$ cat config.mk
export PLATFORM = sky130hd
export DESIGN_NAME = irqc_top
export DESIGN_NICKNAME = d
export VERILOG_FILES = /design/src/rtl/irqc_pkg.sv /design/src/rtl/irqc_capture.sv /design/src/rtl/irqc_enable.sv /design/src/rtl/irqc_vector.sv /design/src/rtl/irqc_top.sv
export SDC_FILE = /design/constraint.sdc
export NUM_CORES = 1
export LEC_CHECK = 0
export BUFFER_PORTS_ARGS = -buffer_cell sky130_fd_sc_hd__buf_2
export CAP_MARGIN = 5
export CORE_MARGIN = 4
export CORE_UTILIZATION = 49
export DETAILED_ROUTE_END_ITERATION = 6
export MAX_ROUTING_LAYER = met4
export PLACE_DENSITY = 0.76
export SETUP_SLACK_MARGIN = 0.05
export SYNTH_ARGS = -nofsm -noshare
export SYNTH_HDL_FRONTEND = slang
export SYNTH_SLANG_ARGS = --single-unit
$ cat constraint.sdc
create_clock -name clk -period 2.2 [get_ports clk]
set_input_delay 0.44 -clock clk [delete_from_list [all_inputs] [get_ports clk]]
set_output_delay 0.44 -clock clk [all_outputs]
set_load 0.005 [all_outputs]
$ cat src/rtl/irqc_pkg.sv
// Shared definitions for the interrupt controller: register word indices
// and the vector value that signals "nothing pending".
package irqc_pkg;

    localparam int DATA_W = 32;
    localparam logic [DATA_W-1:0] VEC_NONE = '1;

    // Register word index; software byte offset is index times four.
    typedef enum logic [2:0] {
        RI_STATUS = 3'd0,
        RI_PEND   = 3'd1,
        RI_ENABLE = 3'd2,
        RI_ACK    = 3'd3,
        RI_SETEN  = 3'd4,
        RI_CLREN  = 3'd5,
        RI_VECTOR = 3'd6,
        RI_MASTER = 3'd7
    } reg_idx_e;

endpackage

$ cat src/rtl/irqc_capture.sv
// Per-line request capture. Edge lines latch on a 0->1 transition of the
// input. Level lines set every cycle the input is high. A latched bit is
// cleared by ack_mask. A new set event in the same cycle wins over the
// clear. Assumes irq_in is already synchronous to clk.
module irqc_capture #(
    parameter int          NUM_SRC   = 32,
    parameter logic [31:0] EDGE_MASK = 32'hFFFF_FFFF
) (
    input  logic               clk,
    input  logic               rst_n,
    input  logic [NUM_SRC-1:0] irq_in,
    input  logic [NUM_SRC-1:0] ack_mask,
    output logic [NUM_SRC-1:0] status_q
);

    logic [NUM_SRC-1:0] set_now;

    for (genvar gi = 0; gi < NUM_SRC; gi++) begin : g_line
        if (EDGE_MASK[gi]) begin : g_edge
            logic prev_q;
            // Remember last input sample to detect a rising transition.
            always_ff @(posedge clk) begin
                if (!rst_n) prev_q <= 1'b0;
                else        prev_q <= irq_in[gi];
            end
            assign set_now[gi] = irq_in[gi] & ~prev_q;

            AST_EDGE_HOLD: assert property (@(posedge clk) disable iff (!rst_n)
                (status_q[gi] && !ack_mask[gi]) |=> status_q[gi]);
        end else begin : g_level
            assign set_now[gi] = irq_in[gi];

            AST_LEVEL_SET: assert property (@(posedge clk) disable iff (!rst_n)
                irq_in[gi] |=> status_q[gi]);
        end
    end

    // Status word: clear acknowledged bits, then merge new set events.
    always_ff @(posedge clk) begin
        if (!rst_n) status_q <= '0;
        else        status_q <= (status_q & ~ack_mask) | set_now;
    end

endmodule

$ cat src/rtl/irqc_enable.sv
// Enable word with three update paths: full replace, OR-in and
// clear-masked. The top decodes at most one strobe per cycle.
module irqc_enable #(
    parameter int NUM_SRC = 32
) (
    input  logic               clk,
    input  logic               rst_n,
    input  logic               we_full,
    input  logic               we_set,
    input  logic               we_clr,
    input  logic [NUM_SRC-1:0] wmask,
    output logic [NUM_SRC-1:0] en_q
);

    // Apply whichever enable update is strobed this cycle.
    always_ff @(posedge clk) begin
        if (!rst_n)       en_q <= '0;
        else if (we_full) en_q <= wmask;
        else if (we_set)  en_q <= en_q | wmask;
        else if (we_clr)  en_q <= en_q & ~wmask;
    end

    AST_SET_ORS: assert property (@(posedge clk) disable iff (!rst_n)
        we_set |=> ((en_q & $past(wmask)) == $past(wmask)));
    AST_CLR_DROPS: assert property (@(posedge clk) disable iff (!rst_n)
        we_clr |=> ((en_q & $past(wmask)) == '0));

endmodule

$ cat src/rtl/irqc_vector.sv
// Fixed-priority encoder. It reports the lowest-numbered set bit of the
// pending word and a hit flag. Line 0 has the highest priority.
module irqc_vector #(
    parameter int NUM_SRC = 32,
    localparam int IDX_W  = (NUM_SRC > 1) ? $clog2(NUM_SRC) : 1
) (
    input  logic [NUM_SRC-1:0] pend,
    output logic               hit,
    output logic [IDX_W-1:0]   idx
);

    // Scan downward so the lowest set index is the last one assigned.
    always_comb begin
        hit = 1'b0;
        idx = '0;
        for (int i = NUM_SRC - 1; i >= 0; i--) begin
            if (pend[i]) begin
                hit = 1'b1;
                idx = IDX_W'(i);
            end
        end
    end

endmodule

$ cat src/rtl/irqc_top.sv
// Interrupt controller top: register decode, master gating, read mux and
// the registered request output. Reads are combinational from reg_word.
// Assumes a single-word write per cycle with wr_en.
module irqc_top
    import irqc_pkg::*;
#(
    parameter int          NUM_SRC   = 32,
    parameter logic [31:0] EDGE_MASK = 32'hFFFF_FFFF
) (
    input  logic               clk,
    input  logic               rst_n,
    input  logic [2:0]         reg_word,
    input  logic               wr_en,
    input  logic [31:0]        wr_data,
    output logic [31:0]        rd_data,
    input  logic [NUM_SRC-1:0] irq_in,
    output logic               irq_out
);

    localparam int IDX_W = (NUM_SRC > 1) ? $clog2(NUM_SRC) : 1;

    reg_idx_e           sel;
    logic [NUM_SRC-1:0] wmask;
    logic [NUM_SRC-1:0] ack_mask;
    logic [NUM_SRC-1:0] status;
    logic [NUM_SRC-1:0] enable;
    logic [NUM_SRC-1:0] pend;
    logic [1:0]         master_q;
    logic               vec_hit;
    logic [IDX_W-1:0]   vec_idx;
    logic [31:0]        vec_word;
    logic               irq_q;
    logic               unused_wr_hi;

    assign sel          = reg_idx_e'(reg_word);
    assign wmask        = wr_data[NUM_SRC-1:0];
    assign unused_wr_hi = &{1'b0, wr_data};
    assign ack_mask     = (wr_en && sel == RI_ACK) ? wmask : '0;

    irqc_capture #(.NUM_SRC(NUM_SRC), .EDGE_MASK(EDGE_MASK)) u_capture (
        .clk      (clk),
        .rst_n    (rst_n),
        .irq_in   (irq_in),
        .ack_mask (ack_mask),
        .status_q (status)
    );

    irqc_enable #(.NUM_SRC(NUM_SRC)) u_enable (
        .clk     (clk),
        .rst_n   (rst_n),
        .we_full (wr_en && sel == RI_ENABLE),
        .we_set  (wr_en && sel == RI_SETEN),
        .we_clr  (wr_en && sel == RI_CLREN),
        .wmask   (wmask),
        .en_q    (enable)
    );

    assign pend = status & enable;

    irqc_vector #(.NUM_SRC(NUM_SRC)) u_vector (
        .pend (pend),
        .hit  (vec_hit),
        .idx  (vec_idx)
    );

    assign vec_word = vec_hit ? 32'(vec_idx) : VEC_NONE;

    // Master word: global enable (bit 0) and output enable (bit 1).
    always_ff @(posedge clk) begin
        if (!rst_n)                           master_q <= 2'b00;
        else if (wr_en && sel == RI_MASTER)   master_q <= wr_data[1:0];
    end

    // Registered request: any pending bit, gated by both master bits.
    always_ff @(posedge clk) begin
        if (!rst_n) irq_q <= 1'b0;
        else        irq_q <= (&master_q) & (|pend);
    end
    assign irq_out = irq_q;

    // Read mux; write-only words return zero.
    always_comb begin
        unique case (sel)
            RI_STATUS: rd_data = 32'(status);
            RI_PEND:   rd_data = 32'(pend);
            RI_ENABLE: rd_data = 32'(enable);
            RI_VECTOR: rd_data = vec_word;
            RI_MASTER: rd_data = {30'd0, master_q};
            default:   rd_data = '0;
        endcase
    end

    logic [NUM_SRC-1:0] below_idx;
    assign below_idx = (NUM_SRC'(1) << vec_idx) - NUM_SRC'(1);

    AST_IRQ_GATED: assert property (@(posedge clk) disable iff (!rst_n)
        irq_out |-> ($past(master_q) == 2'b11));
    AST_IRQ_RISES: assert property (@(posedge clk) disable iff (!rst_n)
        ((master_q == 2'b11) && (pend != '0)) |=> irq_out);
    AST_VEC_LOWEST: assert property (@(posedge clk) disable iff (!rst_n)
        vec_hit |-> (pend[vec_idx] && ((pend & below_idx) == '0)));
    AST_VEC_EMPTY: assert property (@(posedge clk) disable iff (!rst_n)
        (pend == '0) |-> (rd_data == VEC_NONE || sel != RI_VECTOR));

endmodule

==> summary.txt <==
Timing
  • Clock Skew: 0.0118 ns
  • Maximum clock frequency: 0.366 GHz
  • Period utilization: 1.24
  • RSZ-0062 raised after global routing: yes
  • Minimum clock period: 2.73 ns
  • Worst rel slew slack: 0.688
  • Pins Over Slew Limit: 0
  • Final Setup Violations: 32
  • Worst-margin pin slew: 0.468 ns
  • Setup_tns: -14.97 ns
  • Hold Fails Final Rpt: 0
  • Final worst slack: -0.532 ns

Finish
  • Non-Filler Instances: 910
  • Layout Nets: 842
  • Layout cells sized above 1: 0.332
  • Synth-to-Final Area Change: 35.3%
  • Ant diodes: 0

Floorplan
  • Row count: 36
  • Starting Density: 0.501
  • Die width: 108 microns
  • IO Count: 103
  • Core Box Area: 0.00973 sq mm
  • DIE HEIGHT: 108 microns
  • DIE AREA: 0.0116 sq mm

Setup path
  • CP endpoint kind: output pin
  • Crit start category: flop
  • Capture point of the worst reg-to-reg path: irq_out
  • Delay of the slowest cell on the worst path: 0.58 ns
  • CP max-delay cell: or4_4
  • Critical Path RT: 1.76 ns
  • Delay-heaviest family, CP: simple AND/OR/NAND/NOR gates
  • Reg2reg path depth: 6
  • Crit Reg-Reg Startpoint: u_capture.status_q[27]
  • Setup Crit Path Kind: flop to output pin
  • Critical Path AT: 2.29 ns
  • Crit Path Max Fanout: 8
  • Buf/Inv on CP: 1
  • Crit-path cells: a22o_1 > and3b_1 > nand4_1 > or4_4 > o21ai_0 > buf_2
  • Reg2Reg Setup Slack: 0.57 ns

Drt
  • Vias: 5262
  • DRT iter0 DRCs: 386
  • DRT Wirelength: 15800 microns
  • Antenna viol nets, final: 0
  • WL/cell: 17.4 microns
  • Vias per cell: 5.78
  • DRC viols: 0
  • Total iterations of the first detailed-routing run: 5

Min path
  • HP Class: input port to flop
  • Hold EP: u_capture.g_line[20].g_edge.prev_q
  • Worst Min Path Start: irq_in[20]
  • Hold Crit Depth: 2

Clock network
  • Clk root buf: clkbuf_8
  • TritonCTS clock tree: built
  • Worst-path clk slew: 0.10 ns
  • Hold Buf Count CTS: 0
  • Clk Latency, worst-skew pair: 0.39 ns
  • CTS Buffer Depth: 2
  • CTS sink count: 99
  • H-tree depth: 3
  • TritonCTS buffer count: 9

Global routing
  • Initial antenna violation count: 0
  • Pin count of the biggest net entering global routing: 51
  • Global-route wire length before repair: 25300 microns
  • GRT overflow: 0
  • Total GRT Usage: 0.281
  • Number of global-route vias before repair: 5258

Placed design
  • Pre-CTS setup slack: -0.315 ns
  • DP Cell Count: 887
  • GP Congestion: 0.909
  • PortBufs: 102
  • Hpwl dp: 10900 microns

Power
  • P_leak: 2.78 nW
  • Pwr Total: 3.95 mW
  • Power Density: 599 mW/mm^2
  • Maximum VDD drop: 0.000547 V

Job
  • Max_cap viols: 0

Synthesis
  • Post-Syn Area: 0.00487 sq mm
  • Synthesis-stage register bit count: 99
  • Count of unique library cells instantiated by Yosys: 37
  • Total number of yosys warnings: 0
  • Synth Instances: 601
  • Avg Inst Size Synth: 8.10 sq um
  • Post-Syn Nets: 671
  • Sequential-to-total area share from yosys stat: 0.407

Outcome
  • Outcome: finished, violations left
  • Failing checks: negative setup slack
==> power breakdown <==
| part | switching [mW] | internal, mW | leakage, nW |
|---|---|---|---|
| clock | 0.648 | 0.587 | 0.106 |
| combinational | 0.396 | 0.369 | 1.86 |
| sequential | 0.0591 | 1.89 | 0.821 |
==> how the worst max path moves through the flow <==
stage,from,to,slack [ns],cells after the start
final,u_capture.status_q[27],rd_data[9],-0.53,6
after global routing,u_capture.status_q[27],rd_data[20],-0.62,6
after CTS,u_capture.status_q[27],rd_data[1],-0.50,6
after detailed placement,reg_word[1],rd_data[1],-0.31,7
after global placement,reg_word[1],rd_data[1],-0.22,7
after floorplan,reg_word[1],rd_data[12],0.06,7
==> cells by family (layout without fill, tap and decap cells) <==
group                  after synthesis  in the layout  synth area share
AO/OA/AOI/OAI                      233            233             0.320
AND/OR/NAND/NOR                    194            196             0.211
flip-flops                          99             99             0.407
buffers and inverters               75            249            0.0614
==> repair_timing <==
action / CTS / global route
gates cloned: 2 / 0
pin swaps: 10 / 7
gates resized for setup: 48 / 16
setup endpoints to repair: 32 / 32
setup buffers: 4 / 2
==> cell usage after synthesis <==
cell       number  area share
dfxtp_1        99        0.41
nand2_1        68       0.052
nor2b_1        65       0.083
o21ai_0        63       0.065
a21oi_1        41       0.042
a22oi_1        40       0.062
clkbuf_1       37       0.029
a32oi_1        36       0.065
and2_1         34       0.044
inv_1          34       0.026
o21a_1         33       0.051
nand3_1         7      0.0072
nor2_1          7      0.0054
a31oi_1         3      0.0039
a32o_1          3      0.0062
a21boi_0        2      0.0031
a22o_1          2      0.0036
a22oi_2         2      0.0051
and3_1          2      0.0026
buf_2           2      0.0021
buf_6           2      0.0046
nand4_1         2      0.0026
nor3_1          2      0.0021
o311ai_0        2      0.0036
a211o_1         1      0.0018
a222oi_1        1      0.0021
and3b_1         1      0.0018
and4b_1         1      0.0021
nand2b_1        1      0.0013
nand3b_1        1      0.0015
nand4b_1        1      0.0018
o211ai_1        1      0.0015
o221ai_1        1      0.0018
o2bb2ai_1       1      0.0018
o32ai_1         1      0.0018
or2_2           1      0.0013
or4_4           1      0.0023
==> placed cells by master, fill, tap and decap left out, drive strengths merged, types with 2 or more instances in the layout <==
master  netlist  layout
o21a         33      33
clkinv        0       3
nor2          7       7
and3          2       2
nor3          2       2
a22oi        42      42
a21oi        41      41
a21boi        2       2
and2         34      34
or4           1       3
a31oi         3       3
a22o          2       2
o311ai        2       2
buf           4     199
o21ai        63      63
inv          34      34
clkbuf       37      12
nand3         7       7
a32oi        36      36
nor2b        65      65
dfxtp        99      99
nand2        68      68
a32o          3       3
nand4         2       2
==> area by class of cell <==
| type | count | area, sq um |
|---|---|---|
| repair buffers | 199 | 1330 |
| clock buffers | 12 | 155 |
| clock inverters | 4 | 48.8 |
| multi-input cells | 429 | 2770 |
| inverters | 34 | 128 |
| fillers | 831 | 3140 |
| flip-flops and latches | 99 | 1990 |
| well taps | 133 | 166 |
==> metrics by stage <==
step	hold WS [ns]	area, sq um	util
floorplan	0.438	4880	-
global placement	0.470	6160	0.633
detailed placement	0.492	6160	0.633
CTS	0.255	6510	0.669
global route	0.246	6590	0.677
finish	0.263	6590	0.677
==> routing by layer <==
layer	up-vias	part of all wire	wire length, microns	global-route usage
met1	2487	0.40	6380	0.333
li1	2492	-	-	-
met2	251	0.49	7700	0.480
met4	0	0.023	367	0.0775
met3	32	0.085	1350	0.0624
met5	-	0	0	-
(Power assumes the default switching activity.)
